## src/rtl/psq_pkg.sv

```systemverilog
package psq_pkg;

    typedef enum logic [2:0] {
        ST_IDLE   = 3'd0,
        ST_INRUSH = 3'd1,
        ST_RUN    = 3'd2,
        ST_FAULT  = 3'd3,
        ST_RETRY  = 3'd4
    } seq_state_t;

    typedef enum logic [2:0] {
        FC_NONE  = 3'd0,
        FC_UV    = 3'd1,
        FC_OC    = 3'd2,
        FC_OT    = 3'd3,
        FC_SHORT = 3'd4,
        FC_OVP   = 3'd5,
        FC_TMO   = 3'd6
    } fault_code_t;

    typedef enum logic [1:0] {
        RA_RETRY  = 2'd0,
        RA_HICCUP = 2'd1,
        RA_LATCH  = 2'd2
    } recov_t;

    // Recovery action chosen by fault class
    function automatic recov_t recov_of(fault_code_t c);
        case (c)
            FC_SHORT, FC_OVP: return RA_LATCH;
            FC_OC:            return RA_HICCUP;
            default:          return RA_RETRY;
        endcase
    endfunction

endpackage

```

## src/rtl/psq_classify.sv

```systemverilog
module psq_classify
    import psq_pkg::*;
(
    input  seq_state_t  st_i,
    input  logic        uv_i,
    input  logic        oc_i,
    input  logic        ot_i,
    input  logic        short_i,
    input  logic        ovp_i,
    input  logic        tmo_i,
    output fault_code_t code_o
);

    logic live;

    always_comb begin
        live   = (st_i == ST_INRUSH) || (st_i == ST_RUN);
        code_o = FC_NONE;
        if (live) begin
            if (short_i)                       code_o = FC_SHORT;
            else if (ovp_i)                    code_o = FC_OVP;
            else if (oc_i)                     code_o = FC_OC;
            else if (ot_i)                     code_o = FC_OT;
            else if (uv_i && st_i == ST_RUN)   code_o = FC_UV;
            else if (tmo_i && st_i == ST_INRUSH) code_o = FC_TMO;
        end
    end

endmodule

```

## src/rtl/psq_backoff.sv

```systemverilog
module psq_backoff #(
    parameter int TW = 16
) (
    input  logic          clk,
    input  logic          rst_n,
    input  logic [TW-1:0] base_i,
    input  logic [TW-1:0] max_i,
    input  logic          clr_i,
    input  logic          adv_i,
    input  logic          hot_i,
    output logic [TW-1:0] load_o
);

    localparam int SW = $clog2(TW + 1);
    localparam logic [SW-1:0] STEP_MAX = SW'(TW);

    logic [SW-1:0]   step_d, step_q;
    logic [2*TW-1:0] wide;
    logic [TW-1:0]   cur;
    logic [TW:0]     dbl;

    always_comb begin
        wide = {{TW{1'b0}}, base_i} << step_q;
        cur  = (wide > {{TW{1'b0}}, max_i}) ? max_i : wide[TW-1:0];
        dbl  = {cur, 1'b0};
        if (hot_i) load_o = dbl[TW] ? '1 : dbl[TW-1:0];
        else       load_o = cur;

        step_d = step_q;
        if (clr_i)                              step_d = '0;
        else if (adv_i && step_q != STEP_MAX)   step_d = step_q + 1'b1;
    end

    always_ff @(posedge clk or negedge rst_n) begin
        if (!rst_n) step_q <= '0;
        else        step_q <= step_d;
    end

    AST_STEP_GROW: assert property (@(posedge clk) disable iff (!rst_n)
        (adv_i && !clr_i) |=> (step_q == $past(step_q) + 1'b1 || step_q == STEP_MAX));

    AST_STEP_CLEAR: assert property (@(posedge clk) disable iff (!rst_n)
        clr_i |=> (step_q == '0));

endmodule

```

## src/rtl/psq_window.sv

```systemverilog
module psq_window #(
    parameter int TW  = 16,
    parameter int CAP = 3
) (
    input  logic          clk,
    input  logic          rst_n,
    input  logic [TW-1:0] now_i,
    input  logic [TW-1:0] win_i,
    input  logic          push_i,
    input  logic          clr_i,
    output logic          full_o
);

    logic [TW-1:0] stamp_d [CAP];
    logic [TW-1:0] stamp_q [CAP];
    logic [CAP-1:0] vld_d, vld_q;
    logic [TW-1:0] age;

    for (genvar i = 0; i < CAP; i++) begin : g_slot
        always_comb begin
            stamp_d[i] = stamp_q[i];
            vld_d[i]   = vld_q[i];
            if (clr_i) begin
                vld_d[i] = 1'b0;
            end else if (push_i) begin
                if (i == 0) begin
                    stamp_d[i] = now_i;
                    vld_d[i]   = 1'b1;
                end else begin
                    stamp_d[i] = stamp_q[i-1];
                    vld_d[i]   = vld_q[i-1];
                end
            end
        end

        always_ff @(posedge clk or negedge rst_n) begin
            if (!rst_n) begin
                stamp_q[i] <= '0;
                vld_q[i]   <= 1'b0;
            end else begin
                stamp_q[i] <= stamp_d[i];
                vld_q[i]   <= vld_d[i];
            end
        end

        if (i > 0) begin : g_chk
            AST_WIN_ORDER: assert property (@(posedge clk) disable iff (!rst_n)
                vld_q[i] |-> vld_q[i-1]);
        end
    end

    always_comb begin
        age    = now_i - stamp_q[CAP-1];
        full_o = vld_q[CAP-1] && (age < win_i);
    end

endmodule

```

## src/rtl/pwrup_seq.sv

```systemverilog
module pwrup_seq
    import psq_pkg::*;
#(
    parameter int VW        = 8,
    parameter int TW        = 16,
    parameter int CW        = 4,
    parameter int RETRY_CAP = 3
) (
    input  logic          clk,
    input  logic          rst_n,
    input  logic          en_i,
    input  logic          bulk_ok_i,
    input  logic          uv_i,
    input  logic          oc_i,
    input  logic          ot_i,
    input  logic          short_i,
    input  logic          ovp_i,
    input  logic [VW-1:0] bulk_code_i,
    input  logic [TW-1:0] inrush_lim_i,
    input  logic [TW-1:0] bo_base_i,
    input  logic [TW-1:0] bo_max_i,
    input  logic [TW-1:0] run_settle_i,
    input  logic [TW-1:0] win_len_i,
    input  logic [TW-1:0] hiccup_off_i,
    output logic          gate_en_o,
    output logic          conv_en_o,
    output logic [2:0]    state_o,
    output logic [CW-1:0] retry_cnt_o,
    output logic [2:0]    last_fault_o,
    output logic [VW-1:0] vmin_o,
    output logic [2:0]    first_code_o,
    output logic [2:0]    first_state_o,
    output logic [TW-1:0] first_time_o
);

    localparam logic [CW-1:0] CNT_MAX = '1;
    localparam logic [TW-1:0] TMR_MAX = '1;

    typedef struct packed {
        seq_state_t    st;
        logic [TW-1:0] tmr;
        fault_code_t   fcode;
        logic          latched;
        logic [CW-1:0] rcnt;
        fault_code_t   last;
        logic [VW-1:0] vmin;
        logic          fvld;
        fault_code_t   f1_code;
        seq_state_t    f1_state;
        logic [TW-1:0] f1_time;
        logic [TW-1:0] stamp;
        logic          gate;
        logic          conv;
    } regs_t;

    regs_t       d, q;
    fault_code_t cls_code;
    logic        tmo;
    logic        bo_clr, bo_adv, win_push, win_clr, win_full;
    logic [TW-1:0] bo_load;

    assign tmo = (q.st == ST_INRUSH) && (q.tmr >= inrush_lim_i);

    psq_classify u_cls (
        .st_i    (q.st),
        .uv_i    (uv_i),
        .oc_i    (oc_i),
        .ot_i    (ot_i),
        .short_i (short_i),
        .ovp_i   (ovp_i),
        .tmo_i   (tmo),
        .code_o  (cls_code)
    );

    psq_backoff #(.TW(TW)) u_bo (
        .clk    (clk),
        .rst_n  (rst_n),
        .base_i (bo_base_i),
        .max_i  (bo_max_i),
        .clr_i  (bo_clr),
        .adv_i  (bo_adv),
        .hot_i  (q.fcode == FC_OT),
        .load_o (bo_load)
    );

    psq_window #(.TW(TW), .CAP(RETRY_CAP)) u_win (
        .clk    (clk),
        .rst_n  (rst_n),
        .now_i  (q.stamp),
        .win_i  (win_len_i),
        .push_i (win_push),
        .clr_i  (win_clr),
        .full_o (win_full)
    );

    always_comb begin
        d        = q;
        d.stamp  = q.stamp + 1'b1;
        bo_clr   = 1'b0;
        bo_adv   = 1'b0;
        win_push = 1'b0;
        win_clr  = 1'b0;

        case (q.st)
            ST_IDLE: begin
                d.latched = 1'b0;
                d.rcnt    = '0;
                bo_clr    = 1'b1;
                win_clr   = 1'b1;
                if (en_i) begin
                    d.st   = ST_INRUSH;
                    d.tmr  = '0;
                    d.fvld = 1'b0;
                end
            end

            ST_INRUSH, ST_RUN: begin
                if (!en_i) begin
                    d.st = ST_IDLE;
                end else if (cls_code != FC_NONE) begin
                    // evidence first, recovery decided in FAULT
                    d.st    = ST_FAULT;
                    d.fcode = cls_code;
                    d.last  = cls_code;
                    if (!q.fvld) begin
                        d.fvld     = 1'b1;
                        d.f1_code  = cls_code;
                        d.f1_state = q.st;
                        d.f1_time  = q.stamp;
                    end
                end else if (q.st == ST_INRUSH) begin
                    if (bulk_ok_i) begin
                        d.st   = ST_RUN;
                        d.tmr  = '0;
                        d.vmin = bulk_code_i;
                    end else begin
                        d.tmr = q.tmr + 1'b1;
                    end
                end else begin
                    if (q.tmr != TMR_MAX)        d.tmr  = q.tmr + 1'b1;
                    if (bulk_code_i < q.vmin)    d.vmin = bulk_code_i;
                    if (q.tmr == run_settle_i)   bo_clr = 1'b1;
                end
            end

            ST_FAULT: begin
                if (!en_i) begin
                    d.st = ST_IDLE;
                end else if (q.latched || recov_of(q.fcode) == RA_LATCH || win_full) begin
                    d.latched = 1'b1;
                end else begin
                    d.st     = ST_RETRY;
                    win_push = 1'b1;
                    if (recov_of(q.fcode) == RA_HICCUP) begin
                        d.tmr = hiccup_off_i;
                    end else begin
                        d.tmr  = bo_load;
                        bo_adv = 1'b1;
                    end
                end
            end

            ST_RETRY: begin
                if (!en_i) begin
                    d.st = ST_IDLE;
                end else if (q.tmr == '0) begin
                    if (!ot_i) begin
                        d.st  = ST_INRUSH;
                        d.tmr = '0;
                        if (q.rcnt != CNT_MAX) d.rcnt = q.rcnt + 1'b1;
                    end
                end else begin
                    d.tmr = q.tmr - 1'b1;
                end
            end

            default: d.st = ST_IDLE;
        endcase

        d.gate = (d.st == ST_INRUSH) || (d.st == ST_RUN);
        d.conv = (d.st == ST_RUN);
    end

    always_ff @(posedge clk or negedge rst_n) begin
        if (!rst_n) begin
            q <= '{st: ST_IDLE, tmr: '0, fcode: FC_NONE, latched: 1'b0,
                   rcnt: '0, last: FC_NONE, vmin: '1, fvld: 1'b0,
                   f1_code: FC_NONE, f1_state: ST_IDLE, f1_time: '0,
                   stamp: '0, gate: 1'b0, conv: 1'b0};
        end else begin
            q <= d;
        end
    end

    assign gate_en_o     = q.gate;
    assign conv_en_o     = q.conv;
    assign state_o       = q.st;
    assign retry_cnt_o   = q.rcnt;
    assign last_fault_o  = q.last;
    assign vmin_o        = q.vmin;
    assign first_code_o  = q.f1_code;
    assign first_state_o = q.f1_state;
    assign first_time_o  = q.f1_time;

    AST_FAULT_ENABLES_OFF: assert property (@(posedge clk) disable iff (!rst_n)
        (q.st == ST_FAULT) |-> (!q.gate && !q.conv));

    AST_CONV_NEEDS_GATE: assert property (@(posedge clk) disable iff (!rst_n)
        q.conv |-> q.gate);

    AST_RUN_ENTRY: assert property (@(posedge clk) disable iff (!rst_n)
        (q.st == ST_RUN && $past(q.st) != ST_RUN) |->
            ($past(q.st) == ST_INRUSH && $past(bulk_ok_i)));

    AST_RETRY_FROM_FAULT: assert property (@(posedge clk) disable iff (!rst_n)
        (q.st == ST_RETRY && $past(q.st) != ST_RETRY) |-> ($past(q.st) == ST_FAULT));

    AST_COOL_EXIT: assert property (@(posedge clk) disable iff (!rst_n)
        (q.st == ST_INRUSH && $past(q.st) == ST_RETRY) |-> !$past(ot_i));

    AST_LATCH_HOLD: assert property (@(posedge clk) disable iff (!rst_n)
        (q.st == ST_FAULT && q.latched && en_i) |=> (q.st == ST_FAULT));

endmodule

```

## config.mk

```make
export PLATFORM = sky130hd
export DESIGN_NAME = pwrup_seq
export DESIGN_NICKNAME = d
export VERILOG_FILES = /design/src/rtl/psq_pkg.sv /design/src/rtl/psq_classify.sv /design/src/rtl/psq_backoff.sv /design/src/rtl/psq_window.sv /design/src/rtl/pwrup_seq.sv
export SDC_FILE = /design/constraint.sdc
export NUM_CORES = 1
export LEC_CHECK = 0
export BUFFER_PORTS_ARGS = -buffer_cell sky130_fd_sc_hd__buf_4
export CORE_MARGIN = 5
export CORE_UTILIZATION = 32
export CTS_CLUSTER_SIZE = 24
export DETAILED_ROUTE_END_ITERATION = 6
export SLEW_MARGIN = 0
export SYNTH_ARGS = -nofsm -noshare
export SYNTH_HDL_FRONTEND = slang
export SYNTH_SLANG_ARGS = --single-unit
```

## constraint.sdc

```tcl
create_clock -name clk -period 5.55 [get_ports clk]
set_input_delay 0.555 -clock clk [delete_from_list [all_inputs] [get_ports clk]]
set_output_delay 0.555 -clock clk [all_outputs]
set_load 0.005 [all_outputs]
```

# Yosys cells after proc, flatten, opt, wreduce, memory -nomap -nowiden
# Cells that the tools add are included.
dict set report classes {
  n_eq_ne 30
  shifts 1
  n_addsub 6
  order_cmp 4
  n_mux 75
  bitwise_logic 3
  n_reduce_logical 29
}
# operator count
set ops {}
lappend ops {{2-to-1 mux 16 bit} 11}
lappend ops {{2-to-1 mux 19 bit} 4}
lappend ops {{case mux 16 bit (4 select lines)} 1}
lappend ops {{2-to-1 mux 23 bit} 2}
lappend ops {{2-to-1 mux 3 bit} 15}
lappend ops {{adder 16 x 1 -> 16 bit, second input constant} 2}
lappend ops {{> comparator 32 x 16 -> 1 bit} 1}
lappend ops {{<< shifter 16 x 5 -> 32 bit} 1}
lappend ops {{2-to-1 mux 8 bit} 3}
lappend ops {{!= test 2 bit, second input constant} 12}
lappend ops {{2-to-1 mux 22 bit} 1}
lappend ops {{2-to-1 mux 1 bit} 21}
lappend ops {{== test 16 bit} 1}
lappend ops {{greater-or-equal comparator 16 bit} 1}
lappend ops {{zero test 16 bit} 1}
lappend ops {{less-than comparator 16 bit} 1}
lappend ops {{2-to-1 mux 4 bit} 4}
lappend ops {{!= test 16 bit, second input constant} 1}
lappend ops {{subtractor 16 x 1 -> 16 bit, second input constant} 1}
lappend ops {{subtractor 16 bit} 1}
lappend ops {{== test 3 x 2 -> 1 bit, second input constant} 5}
lappend ops {{case mux 3 bit (4 select lines)} 1}
lappend ops {{nonzero test 2 bit} 6}
lappend ops {{2-to-1 mux 2 bit} 5}
lappend ops {{other kinds (26)} 46}
dict set report totals {
  in_bits 113
  register_bits 132
  word_cells 168
}

# Longest topological paths before layout
# Gate-level depths: netlist of run 1.
dict set report depth {
  depth_word 19
  depth_mapped 23
  mapped_depth_nobuf 21
}

# By module
# From an unflattened synthesis of run 1, not the netlist that was laid out.
dict set report unflattened {
  cells_unflattened 1213
  area_unflattened_um2 10887.9
}
# mod cells_each n_inst area_each_um2
set modules_own_cells {}
lappend modules_own_cells {pwrup_seq 590 1 5348.9}
lappend modules_own_cells {psq_window 299 1 3042.9}
lappend modules_own_cells {psq_backoff 313 1 2414.8}
lappend modules_own_cells {psq_classify 11 1 81.3}

# Least setup slack after synthesis of run 1
# No wires, ideal clock.
dict set report synth_timing {
  kind {register to register}
  from {register q[2] in the netlist's numbering}
  to {register u_win.stamp_q[39] in the netlist's numbering}
  t_arrival_ns 4.556
  stages_incl_launch_ff 23
  path_buffers 2
  synth_period_minus_slack_ns 4.681
  t_required_ns 5.425
  setup_slack_ns 0.869
  path_cell_list {dfrtp_1 -> inv_1 -> ha_1 -> fa_1 -> nor2b_1 -> o21ai_0 -> a21boi_0 -> o21ai_0 -> a21boi_0 -> o2111ai_1 -> a31oi_1 -> nand4b_1 -> o211ai_1 -> ha_1 -> a21o_1 -> nand2_1 -> nand3b_1 -> a22o_1 -> o21ba_2 -> clkbuf_1 -> nand2_1 -> clkbuf_1 -> mux2_2}
}
dict set report synth_between {
  elab_chain_cells 8
}
# element line
set synth_lines {}
lappend synth_lines {{start: declaration} pwrup_seq.sv:56} ;# regs_t d, q;
lappend synth_lines {{start signal: assignment} pwrup_seq.sv:186} ;# q <= '{st: ST_IDLE, tmr: '0, fcode: FC_NONE, latched: 1'b0,
lappend synth_lines {{subtractor 16 bit} psq_window.sv:53} ;# age = now_i - stamp_q[CAP-1];
lappend synth_lines {{less-than comparator 16 bit} psq_window.sv:54} ;# full_o = vld_q[CAP-1] && (age < win_i);
lappend synth_lines {{logical AND 1 bit} psq_window.sv:54}
lappend synth_lines {{logical OR 1 bit} pwrup_seq.sv:149} ;# end else if (q.latched || recov_of(q.fcode) == RA_LATCH || win_full) begin
lappend synth_lines {{2-to-1 mux 1 bit} pwrup_seq.sv:149}
lappend synth_lines {{2-to-1 mux 1 bit} pwrup_seq.sv:147} ;# if (!en_i) begin
lappend synth_lines {{2-to-1 mux 1 bit} pwrup_seq.sv:104} ;# case (q.st)
lappend synth_lines {{AND reduction 2 bit (no line)} --}
lappend synth_lines {{end signal: indexed assignment} psq_window.sv:41} ;# stamp_q[i] <= stamp_d[i];
lappend synth_lines {{end: declaration} psq_window.sv:15} ;# logic [TW-1:0] stamp_q [CAP];
# Every way passes these cells.
# A chain may end at the register's enable or synchronous reset.

# Final worst setup path of run 1
dict set report layout_timing {
  from {register q[2] in the netlist's numbering}
  to {register q[64] in the netlist's numbering}
}
dict set report layout_between {
  elab_chain_cells 6
}
# element line
set layout_lines {}
lappend layout_lines {{subtractor 16 bit} psq_window.sv:53}
lappend layout_lines {{less-than comparator 16 bit} psq_window.sv:54}
lappend layout_lines {{logical AND 1 bit} psq_window.sv:54}
lappend layout_lines {{logical OR 1 bit} pwrup_seq.sv:149}
lappend layout_lines {{!= test 2 bit (no line)} --}
lappend layout_lines {{AND reduction 9 bit (no line)} --}
# Every way passes these cells.

==> results.yml, run 1 <==
clock_tree:
  tritoncts: "done"
  cts_buffers: 17
  clk_pin_slew_ns: 0.07
  cts.sinks: 132
  number_of_buffers_added_for_setup_after_cts: 0
  ctsHtreeMaxLevel: 4
  clock_tree.root_cell: "sky130_fd_sc_hd__clkbuf_16"
  holdBufCountCts: 0
  clock_latency_at_the_later_pin_of_the_worst_skew_pair_ns: 0.43
  number_of_gates_resized_after_cts: 0
  clock_path_buffers: 2
detailed_routing:
  drt.antenna.violating_nets: 0
  via_per_inst: 5.19
  drt-initial-drc-count: 501
  routed-via-count: 8899
  drt-wirelength-per-cell_um: 17.0
  drc_errors: 0
  first_pass_iters: 5
  drt-total-wl_um: 29100
sta:
  timing.hold.ws_ns: 0.248
  timing.final.setup_violations: 0
  min_period_over_period_pct: 91.1
  finalClockSkew_ns: 0.0123
  maximum_operating_frequency_ghz: 0.198
  rsz0062_at_grt: "no"
  timing.final.max_slew_violations: 0
  max_slew_margin_pct: 32.4
  finalWorstPathRequiredPeriod_ns: 5.05
  tightestPinTransition_ns: 1.01
  report.final.hold_viol_count: 0
  sum_of_negative_setup_slack_ns: 0
worst_setup_path:
  critPathSlowestCell: "sky130_fd_sc_hd__or4_1"
  worstSetupStartpointType: "flip-flop"
  cell_by_cell_listing_of_the_critical_path: "inv_1, ha_1, fa_1, nor2b_1, o21ai_0, a21boi_0, o21ai_0, a21boi_0, o2111ai_1, a31oi_1, nand4b_1, o211ai_1, ha_1, a21o_1, nand2_1, nand3b_1, a22o_1, o21ba_2, and2_4, and3_1, or4_1"
  critical_path.max_stage_delay_ns: 0.46
  critical_path.top_delay_family: "compound AO/OA/AOI/OAI gates"
  crit_required_ns: 5.85
  worstPathArrival_ns: 5.35
  combined_buffer_and_inverter_count_along_the_critical_path: 1
  startpoint_to_endpoint_class_of_the_critical_path: "flip-flop to flip-flop"
  end_kind: "flip-flop"
  worst-path-max-fanout: 25
outcome:
  outcome: "finished, final reports clean"
power_and_ir_drop:
  net_switching_power_of_the_design_w: 0.00210
  sequentialPowerShare_pct: 29.3
  internal_power_w: 0.00297
  p_leak_nw: 5.86
  clock_power_share_pct: 23.4
  cellPowerDensity_nw_per_um2: 406
  power_switching_share_pct: 41.4
  pwr-share-comb_pct: 47.4
  highest_ir_drop_seen_on_vdd_uv: 172
placement:
  portBuffers: 154
  gpl.final_weighted_congestion: 0.878
  dpl.hpwl_um: 22600
  placedInstanceArea_sq_um: 11900
cells_and_area:
  drive_gt1_share_pct: 24.4
  layout.cells.most_common_list: "sky130_fd_sc_hd__buf_4, sky130_fd_sc_hd__dfrtp_1, sky130_fd_sc_hd__inv_1"
  synthToLayoutAreaGrowth_pct: 17.8
  post_route_design_area_sq_um: 12500
  layout_commonest_cell: "sky130_fd_sc_hd__buf_4"
  final_nets: 1448
  antenna_cells_inserted: 0
  finalCoreUtilization_pct: 38.3
floorplanning:
  floorplan.die_area_sq_um: 36900
  rows: 66
  floorplan.die.height_um: 192
  floorplan.initialDensity_pct: 32.5
  core-area_sq_um: 32600
  chipWidth_um: 192
  floorplan.io_pins: 155
yosys:
  syn_inst: 1172
  synth.top_cell.area_share_pct: 29.3
  syn-cell-area_sq_um: 10600
  yosys_warnings: 0
  synth.yosys.seq_area_share_pct: 31.2
  post_synth_main_area_contributors: "sky130_fd_sc_hd__dfrtp_1, sky130_fd_sc_hd__ha_1, sky130_fd_sc_hd__mux2_2"
  synthDominantAreaCellType: "sky130_fd_sc_hd__dfrtp_1"
  synth_cell_type_count: 80
  synth-edff-count: 0
  synth-main-ff-cell: "sky130_fd_sc_hd__dfrtp_1"
  async_flop_share_pct: 100
  avgSynthCellArea_sq_um: 9.05
  synth_nets: 1361
  postSynthRegisterBits: 132
global_route:
  first_pass_grt_wire_length_um: 47100
  number_of_antenna_violations_at_the_first_check_in_global_routing: 0
  grt_start_max_net_pins: 101
  globalRoute.totalOverflow: 0
  globalRouteTotalUtil_pct: 15.8
  via_count_of_the_first_global_routing_pass: 8848
min_path:
  type_of_the_most_critical_hold_path: "primary input to asynchronous set/reset pin"
job:
  cap_violations: 0
## cells by family (layout without fill, tap and decap cells)
kind of cell | Yosys count | after routing | share of synthesized area, %
buf+inv | 203 | 303 | 9.33
compound gates | 266 | 266 | 17.0
simple gates | 330 | 330 | 15.6
fa+ha+maj | 76 | 76 | 9.04
mux | 118 | 118 | 14.0
xor+xnor | 47 | 47 | 3.88
flops | 132 | 132 | 31.2
## synthesized netlist by cell type, types with 10 or more instances
library cell	number
sky130_fd_sc_hd__a211oi_1	14
sky130_fd_sc_hd__a21o_1	17
sky130_fd_sc_hd__a21oi_1	42
sky130_fd_sc_hd__and3_1	12
sky130_fd_sc_hd__buf_2	10
sky130_fd_sc_hd__buf_4	44
sky130_fd_sc_hd__clkbuf_1	38
sky130_fd_sc_hd__dfrtp_1	124
sky130_fd_sc_hd__ha_1	75
sky130_fd_sc_hd__inv_1	94
sky130_fd_sc_hd__mux2_1	13
sky130_fd_sc_hd__mux2_2	57
sky130_fd_sc_hd__mux2i_1	31
sky130_fd_sc_hd__mux4_2	17
sky130_fd_sc_hd__nand2_1	87
sky130_fd_sc_hd__nand2b_1	13
sky130_fd_sc_hd__nand3_1	35
sky130_fd_sc_hd__nand4_1	14
sky130_fd_sc_hd__nor2_1	72
sky130_fd_sc_hd__nor2b_1	13
sky130_fd_sc_hd__nor3_1	25
sky130_fd_sc_hd__o211ai_1	15
sky130_fd_sc_hd__o21a_1	10
sky130_fd_sc_hd__o21ai_0	73
sky130_fd_sc_hd__or3_1	13
sky130_fd_sc_hd__xnor2_1	35
sky130_fd_sc_hd__xor2_1	12
## through the flow
| stage | setup slack, ns | power (W) | cells |
|---|---|---|---|
| 6_report | 0.496 | 0.00507 | 1714 |
| 5_1_grt | 0.0401 | 0.00549 | 1714 |
| 4_1_cts | 0.317 | 0.00512 | 1714 |
| 3_5_place_dp | 0.357 | 0.00390 | 1682 |
| 3_3_place_gp | 0.434 | 0.00386 | 1682 |
| 2_1_floorplan | 0.869 | 0.00330 | 1172 |
## registers in the layout (all words and copies together), names as in the netlist
signal,flops
first_state_o,3
first_time_o,16
conv_en_o,1
vmin_o,8
u_bo.step_q,5
u_win.stamp_q,48
retry_cnt_o,4
q,34
last_fault_o,3
first_code_o,3
gate_en_o,1
state_o,3
u_win.vld_q,3
## metal layers
| layer | wire length [um] | share of wire [%] | vias up | track usage, % |
|---|---|---|---|---|
| li1 | - | - | 4355 | - |
| met1 | 13300 | 46 | 4294 | 21.3 |
| met2 | 13700 | 47 | 214 | 26.0 |
| met3 | 1450 | 5.0 | 36 | 2.54 |
| met4 | 648 | 2.2 | 0 | 5.07 |
| met5 | 0 | 0 | - | 0 |
## path summary, 6_finish.rpt
path / slack, ns / from / endpoint / depth (start not counted)
min reg2reg: 0.48 / u_win.stamp_q[17]$_DFFE_PN0P_ / u_win.stamp_q[1]$_DFFE_PN0P_ / 2
min: 0.25 / rst_n / first_time_o[9]$_DFFE_PN0P_ / 1
max in group asynchronous: 4.30 / rst_n / q[56]$_DFFE_PN0P_ / 2
max: 0.50 / q[2]$_DFF_PN0_ / q[64]$_DFFE_PN0P_ / 21
max reg2reg: 0.50 / q[2]$_DFF_PN0_ / q[64]$_DFFE_PN0P_ / 21
min in group clk: 0.37 / hiccup_off_i[9] / q[69]$_DFFE_PN0P_ / 3
## cell type report
| type | instances | area [sq um] |
|---|---|---|
| clock buffers | 17 | 425 |
| clock inverters | 15 | 205 |
| fillers | 3265 | 20100 |
| inverters | 99 | 372 |
| multi-input cells | 837 | 6320 |
| flip-flops and latches | 132 | 3310 |
| well taps | 442 | 553 |
| repair buffers | 172 | 1310 |
## power by group through the flow
stage / Sequential (W) / Clock [W] / Combinational (W)
floorplan: 0.00134 / 0 / 0.00197
global placement: 0.00149 / 0 / 0.00237
detailed placement: 0.00150 / 0 / 0.00240
CTS: 0.00149 / 0.00122 / 0.00241
global route: 0.00153 / 0.00126 / 0.00270
finish: 0.00149 / 0.00119 / 0.00240
No activity file was read; power rests on OpenSTA's default activity.
==> run 2: changes to the inputs <==
--- a/config.mk
+++ b/config.mk
@@ -7,7 +7,7 @@
 export LEC_CHECK = 0
 export BUFFER_PORTS_ARGS = -buffer_cell sky130_fd_sc_hd__buf_4
 export CORE_MARGIN = 5
-export CORE_UTILIZATION = 32
+export CORE_UTILIZATION = 40
 export CTS_CLUSTER_SIZE = 24
 export DETAILED_ROUTE_END_ITERATION = 6
 export SLEW_MARGIN = 0
==> run 2 against run 1 <==
Effect of this change: global-route usage increased by 2.5 points; clock skew decreased by 0.00070 ns; highest routed layer unchanged; count of clock-buffer cells in the layout increased by 1; die area decreased by 19%; hold slack got worse by 0.077 ns; setup slack improved by 0.031 ns.
==> results.yml, run 2 (synthesis results as in run 1) <==
worst_setup_path:
  worstSetupStartpointType: "flip-flop"
  worst_r2r_endpoint: "q[60]$_DFFE_PN0P_"
  end_kind: "flip-flop"
  startpoint_to_endpoint_class_of_the_critical_path: "flip-flop to flip-flop"
  crit_required_ns: 5.85
  worst-path-max-fanout: 14
  critical_path.endpoint: "q[60]$_DFFE_PN0P_"
  worstPathArrival_ns: 5.32
  timing.rr.start: "q[2]$_DFF_PN0_"
  r2r_setup_slack_ns: 0.53
  ff_to_ff_path_depth: 22
  worst_setup_path_start: "q[2]$_DFF_PN0_"
sta:
  sum_of_negative_setup_slack_ns: 0
  min_period_over_period_pct: 90.5
  rsz0062_at_grt: "no"
  maximum_operating_frequency_ghz: 0.199
  timing.final.max_slew_violations: 0
  tightestPinTransition_ns: 0.866
  finalClockSkew_ns: 0.0116
  max_slew_margin_pct: 42.1
  report.final.hold_viol_count: 0
  finalWorstPathRequiredPeriod_ns: 5.02
  timing.final.setup_violations: 0
min_path:
  type_of_the_most_critical_hold_path: "primary input to asynchronous set/reset pin"
global_route:
  number_of_antenna_violations_at_the_first_check_in_global_routing: 0
  globalRouteTotalUtil_pct: 18.3
  via_count_of_the_first_global_routing_pass: 8729
  globalRoute.totalOverflow: 0
  first_pass_grt_wire_length_um: 45700
  grt_start_max_net_pins: 78
clock_tree:
  clock_path_buffers: 2
  cts.sinks: 132
  holdBufCountCts: 0
  ctsHtreeMaxLevel: 4
  clock_latency_at_the_later_pin_of_the_worst_skew_pair_ns: 0.42
  tritoncts: "done"
  number_of_buffers_added_for_setup_after_cts: 0
  clock_tree.root_cell: "sky130_fd_sc_hd__clkbuf_16"
  clk_pin_slew_ns: 0.07
  cts_buffers: 17
floorplanning:
  rows: 59
  floorplan.die.height_um: 173
  chipWidth_um: 173
  core-area_sq_um: 26100
  floorplan.initialDensity_pct: 40.7
  floorplan.io_pins: 155
  floorplan.die_area_sq_um: 29900
power_and_ir_drop:
  cellPowerDensity_nw_per_um2: 404
  highest_ir_drop_seen_on_vdd_uv: 351
  p_leak_nw: 5.87
detailed_routing:
  via_per_inst: 5.55
  drt-wirelength-per-cell_um: 17.3
  drc_errors: 0
  drt-total-wl_um: 27800
  first_pass_iters: 5
  drt-initial-drc-count: 590
  drt.antenna.violating_nets: 0
  routed-via-count: 8942
cells_and_area:
  synthToLayoutAreaGrowth_pct: 16.5
  antenna_cells_inserted: 0
  layout_commonest_cell: "sky130_fd_sc_hd__buf_4"
  top_reg_by_flops: "u_win.stamp_q"
  final_nets: 1452
  drive_gt1_share_pct: 24.5
  stdcell_count: 1611
  layout.cells.most_common_list: "sky130_fd_sc_hd__buf_4, sky130_fd_sc_hd__dfrtp_1, sky130_fd_sc_hd__inv_1"
  flip_flop_count_of_the_largest_register_all_copies_and_words_added: 48
placement:
  dpl.hpwl_um: 21600
  portBuffers: 154
  gpl.final_weighted_congestion: 0.899
  dpl.cell_count: 1579
outcome:
  outcome: "finished, final reports clean"
job:
  cap_violations: 0
run 2: cell count changes in the layout (fill, tap and decap cells not counted), moves of 2 or more:
| cell | previous run | this run |
|---|---|---|
| sky130_fd_sc_hd__buf_4 | 170 | 174 |
| sky130_fd_sc_hd__clkinv_4 | 0 | 2 |
| sky130_fd_sc_hd__clkinv_8 | 5 | 0 |
| sky130_fd_sc_hd__inv_6 | 3 | 6 |
| sky130_fd_sc_hd__inv_8 | 6 | 2 |
run 2: layout make-up:
type | count | area, sq um
sequential | 132 | 3310
clock inverter | 14 | 165
multi-input combinational | 837 | 6320
clock buffer | 18 | 429
tap | 335 | 419
inverter | 99 | 372
timing repair buffer | 176 | 1340
fill | 2499 | 13700
run 2: repair_timing:
item | 4_1_cts | 5_1_grt
gates resized for setup | 0 | 1
setup endpoints to repair | 0 | 1
hold endpoints to repair | 0 | 0
run 2: stage by stage:
stage | hold slack (ns) | utilization [%] | cell area [sq um] | setup slack [ns] | total power [W]
after floorplan | 0.259 | - | 10600 | 0.869 | 0.00330
after global placement | 0.459 | 45.1 | 11800 | 0.556 | 0.00384
after detailed placement | 0.466 | 45.1 | 11800 | 0.455 | 0.00387
after CTS | 0.194 | 47.4 | 12400 | 0.417 | 0.00504
after global routing | 0.230 | 47.4 | 12400 | 0.0627 | 0.00542
final | 0.171 | 47.4 | 12400 | 0.527 | 0.00499
run 2: worst min path at each step:
stage | from | to | depth (start not counted)
2_1_floorplan | rst_n | conv_en_o$_DFF_PN0_ | 0
3_5_place_dp | u_win.stamp_q[19]$_DFFE_PN0P_ | u_win.stamp_q[3]$_DFFE_PN0P_ | 2
6_report | rst_n | q[66]$_DFFE_PN0P_ | 1
5_1_grt | rst_n | q[66]$_DFFE_PN0P_ | 1
3_3_place_gp | u_win.stamp_q[17]$_DFFE_PN0P_ | u_win.stamp_q[1]$_DFFE_PN0P_ | 2
4_1_cts | rst_n | q[61]$_DFFE_PN0P_ | 1
run 2: worst max-delay path: stages, from the launching register on:
cell,delay (ns)
sky130_fd_sc_hd__dfrtp_1,0.42
sky130_fd_sc_hd__inv_1,0.10
sky130_fd_sc_hd__ha_1,0.23
sky130_fd_sc_hd__fa_1,0.41
sky130_fd_sc_hd__nor2b_1,0.11
sky130_fd_sc_hd__o21ai_0,0.09
sky130_fd_sc_hd__a21boi_0,0.25
sky130_fd_sc_hd__o21ai_0,0.14
sky130_fd_sc_hd__a21boi_1,0.25
sky130_fd_sc_hd__o2111ai_1,0.17
sky130_fd_sc_hd__a31oi_1,0.30
sky130_fd_sc_hd__nand4b_1,0.15
sky130_fd_sc_hd__o211ai_1,0.11
sky130_fd_sc_hd__ha_1,0.27
sky130_fd_sc_hd__a21o_1,0.18
sky130_fd_sc_hd__nand2_1,0.06
sky130_fd_sc_hd__nand3b_1,0.08
sky130_fd_sc_hd__a22o_1,0.25
sky130_fd_sc_hd__o21ba_2,0.30
sky130_fd_sc_hd__and2_2,0.34
sky130_fd_sc_hd__buf_4,0.22
sky130_fd_sc_hd__a32o_1,0.24
sky130_fd_sc_hd__a211o_1,0.22
run 2: metal layers:
metal	part of all wire (%)	wire length (um)	vias up	global-route usage, %
met5	0	0	-	0
met4	1.8	505	0	5.14
met3	5.8	1620	32	4.04
met2	46	12800	267	28.5
met1	46	12900	4280	25.7
li1	-	-	4363	-
run 2: power by group:
part | switching, W | total [W] | internal [W]
sequential | 0.000262 | 0.00147 | 0.00121
combinational | 0.00127 | 0.00238 | 0.00111
clock | 0.000463 | 0.00114 | 0.000676
total | 0.00200 | 0.00499 | 0.00300
==> run 3: changes to the inputs <==
--- a/config.mk
+++ b/config.mk
@@ -8,6 +8,7 @@
 export BUFFER_PORTS_ARGS = -buffer_cell sky130_fd_sc_hd__buf_4
 export CORE_MARGIN = 5
 export CORE_UTILIZATION = 40
+export CTS_BUF_LIST = sky130_fd_sc_hd__clkbuf_4 sky130_fd_sc_hd__clkbuf_8
 export CTS_CLUSTER_SIZE = 24
 export DETAILED_ROUTE_END_ITERATION = 6
 export SLEW_MARGIN = 0
==> constraint.sdc (replaced) <==
create_clock -name clk -period 4.6 [get_ports clk]
set_input_delay 0.46 -clock clk [delete_from_list [all_inputs] [get_ports clk]]
set_output_delay 0.46 -clock clk [all_outputs]
set_load 0.005 [all_outputs]
==> run 3 against run 2 <==
Effect of this change: sequential power up 20%; fmax up 14%; routed wire length up 2.7%; critical path type unchanged; final area up 1.4%; sequential share of layout area down 0.38 points; clock skew up 0.010 ns; highest routed layer unchanged; register-to-register slack worse by 0.35 ns.
==> results.yml, run 3 (synthesis results as in run 1) <==
outcome:
  outcome: "finished, final reports clean"
floorplanning:
  floorplan.die.height_um: 173
  floorplan.io_pins: 155
  core-area_sq_um: 26100
  chipWidth_um: 173
  rows: 59
  floorplan.die_area_sq_um: 29900
  floorplan.initialDensity_pct: 40.7
cells_and_area:
  top_reg_by_flops: "u_win.stamp_q"
  layout_commonest_cell: "sky130_fd_sc_hd__buf_4"
  synthToLayoutAreaGrowth_pct: 18.1
  antenna_cells_inserted: 0
  layout.cells.most_common_list: "sky130_fd_sc_hd__buf_4, sky130_fd_sc_hd__dfrtp_1, sky130_fd_sc_hd__inv_1"
  drive_gt1_share_pct: 27.6
  finalCoreUtilization_pct: 48.1
  flip_flop_count_of_the_largest_register_all_copies_and_words_added: 48
  final_nets: 1485
  stdcell_count: 1644
placement:
  dpl.hpwl_um: 22000
  pre_cts_slack_ns: -0.167
  dpl.cell_count: 1604
  gpl.final_weighted_congestion: 0.890
  portBuffers: 154
power_and_ir_drop:
  cellPowerDensity_nw_per_um2: 471
  pwr-share-comb_pct: 52.9
  internal_power_w: 0.00344
  highest_ir_drop_seen_on_vdd_uv: 253
  power_switching_share_pct: 41.7
  total_power_w: 0.00590
  clock_power_share_pct: 17.3
  sequentialPowerShare_pct: 29.8
  p_leak_nw: 5.95
  net_switching_power_of_the_design_w: 0.00246
clock_tree:
  tritoncts: "done"
  clock_tree.root_cell: "sky130_fd_sc_hd__clkbuf_8"
  clock_path_buffers: 2
  cts.sinks: 132
  clk_pin_slew_ns: 0.09
  clock_latency_at_the_later_pin_of_the_worst_skew_pair_ns: 0.45
  ctsHtreeMaxLevel: 4
  cts_buffers: 17
sta:
  sum_of_negative_setup_slack_ns: 0
  report.final.hold_viol_count: 0
  setup_slack_ns: 0.177
  maximum_operating_frequency_ghz: 0.226
  max_slew_margin_pct: 29.4
  timing.final.max_slew_violations: 0
  finalClockSkew_ns: 0.0219
  min_period_over_period_pct: 96.2
  tightestPinTransition_ns: 1.05
  finalWorstPathRequiredPeriod_ns: 4.42
  timing.final.setup_violations: 0
worst_setup_path:
  worstPathArrival_ns: 4.73
  worstSetupStartpointType: "flip-flop"
  startpoint_to_endpoint_class_of_the_critical_path: "flip-flop to flip-flop"
  worst-path-max-fanout: 14
  end_kind: "flip-flop"
  crit_required_ns: 4.91
detailed_routing:
  routed-via-count: 8974
  first_pass_iters: 6
  drc_errors: 0
  drt-wirelength-per-cell_um: 17.4
  drt-total-wl_um: 28600
  via_per_inst: 5.46
  drt-initial-drc-count: 524
  drt.antenna.violating_nets: 0
global_route:
  globalRoute.totalOverflow: 0
  globalRouteTotalUtil_pct: 18.6
  grt_start_max_net_pins: 52
  number_of_antenna_violations_at_the_first_check_in_global_routing: 0
  first_pass_grt_wire_length_um: 46500
  via_count_of_the_first_global_routing_pass: 8853
min_path:
  type_of_the_most_critical_hold_path: "primary input to flip-flop"
job:
  cap_violations: 0
[run 3: final timing paths]
path | startpoint | end | slack [ns] | cells after the start
max | u_bo.step_q[0]$_DFFE_PN0P_ | q[64]$_DFFE_PN0P_ | 0.18 | 15
min | bulk_code_i[0] | vmin_o[0]$_DFFE_PN1P_ | 0.25 | 2
max reg2reg | u_bo.step_q[0]$_DFFE_PN0P_ | q[64]$_DFFE_PN0P_ | 0.18 | 15
min reg2reg | u_win.stamp_q[37]$_DFFE_PN0P_ | u_win.stamp_q[37]$_DFFE_PN0P_ | 0.48 | 2
max in group asynchronous | rst_n | q[74]$_DFFE_PN0P_ | 3.00 | 3
min in group asynchronous | rst_n | q[63]$_DFFE_PN0P_ | 0.53 | 2
[run 3: power by group through the flow]
stage               clock (W)  combinational (W)  sequential [W]
finish                0.00102            0.00312         0.00176
CTS                   0.00104            0.00304         0.00176
detailed placement          0            0.00300         0.00178
global route          0.00109            0.00349         0.00181
global placement            0            0.00296         0.00177
floorplan                   0            0.00238         0.00161
[run 3: final cells by class]
cell class | instances | area [sq um]
tap | 335 | 419
fill | 2514 | 13500
clock inverter | 15 | 169
inverter | 99 | 372
clock buffer | 17 | 234
timing repair buffer | 209 | 1630
multi-input combinational | 837 | 6390
sequential | 132 | 3310
[run 3: metal layers]
| metal | global-route usage (%) | share of wire (%) | up-vias |
|---|---|---|---|
| met4 | 5.44 | 2.1 | 0 |
| met2 | 29.3 | 46 | 230 |
| met1 | 26.2 | 47 | 4289 |
| met3 | 3.67 | 5.3 | 41 |
| met5 | 0 | 0 | - |
| li1 | - | - | 4414 |
[run 3: repair_timing]
item	4_1_cts	5_1_grt
pin swaps	1	11
endpoints found under the hold margin	41	0
endpoints found under the setup margin	62	74
hold buffers	1	0
resized for setup	4	19
cloned	0	1
setup buffers	1	5
[run 3: worst max-delay path: stages, from the launching register on]
cell,delay [ns]
sky130_fd_sc_hd__dfrtp_1,0.38
sky130_fd_sc_hd__buf_12,0.16
sky130_fd_sc_hd__mux4_2,0.52
sky130_fd_sc_hd__a22o_1,0.26
sky130_fd_sc_hd__a31oi_2,0.18
sky130_fd_sc_hd__nor2_1,0.08
sky130_fd_sc_hd__ha_1,0.29
sky130_fd_sc_hd__and3_1,0.16
sky130_fd_sc_hd__a221o_1,0.34
sky130_fd_sc_hd__a221oi_1,0.33
sky130_fd_sc_hd__o21ai_0,0.14
sky130_fd_sc_hd__o21ai_0,0.18
sky130_fd_sc_hd__o21a_4,0.20
sky130_fd_sc_hd__mux4_2,0.50
sky130_fd_sc_hd__nor2b_1,0.16
sky130_fd_sc_hd__or4_1,0.39
[run 3: per-stage QoR]
stage	area (sq um)	hold slack, ns
2_1_floorplan	10600	0.164
3_3_place_gp	12000	0.453
5_1_grt	12500	0.220
4_1_cts	12400	0.224
3_5_place_dp	12000	0.459
6_report	12500	0.249
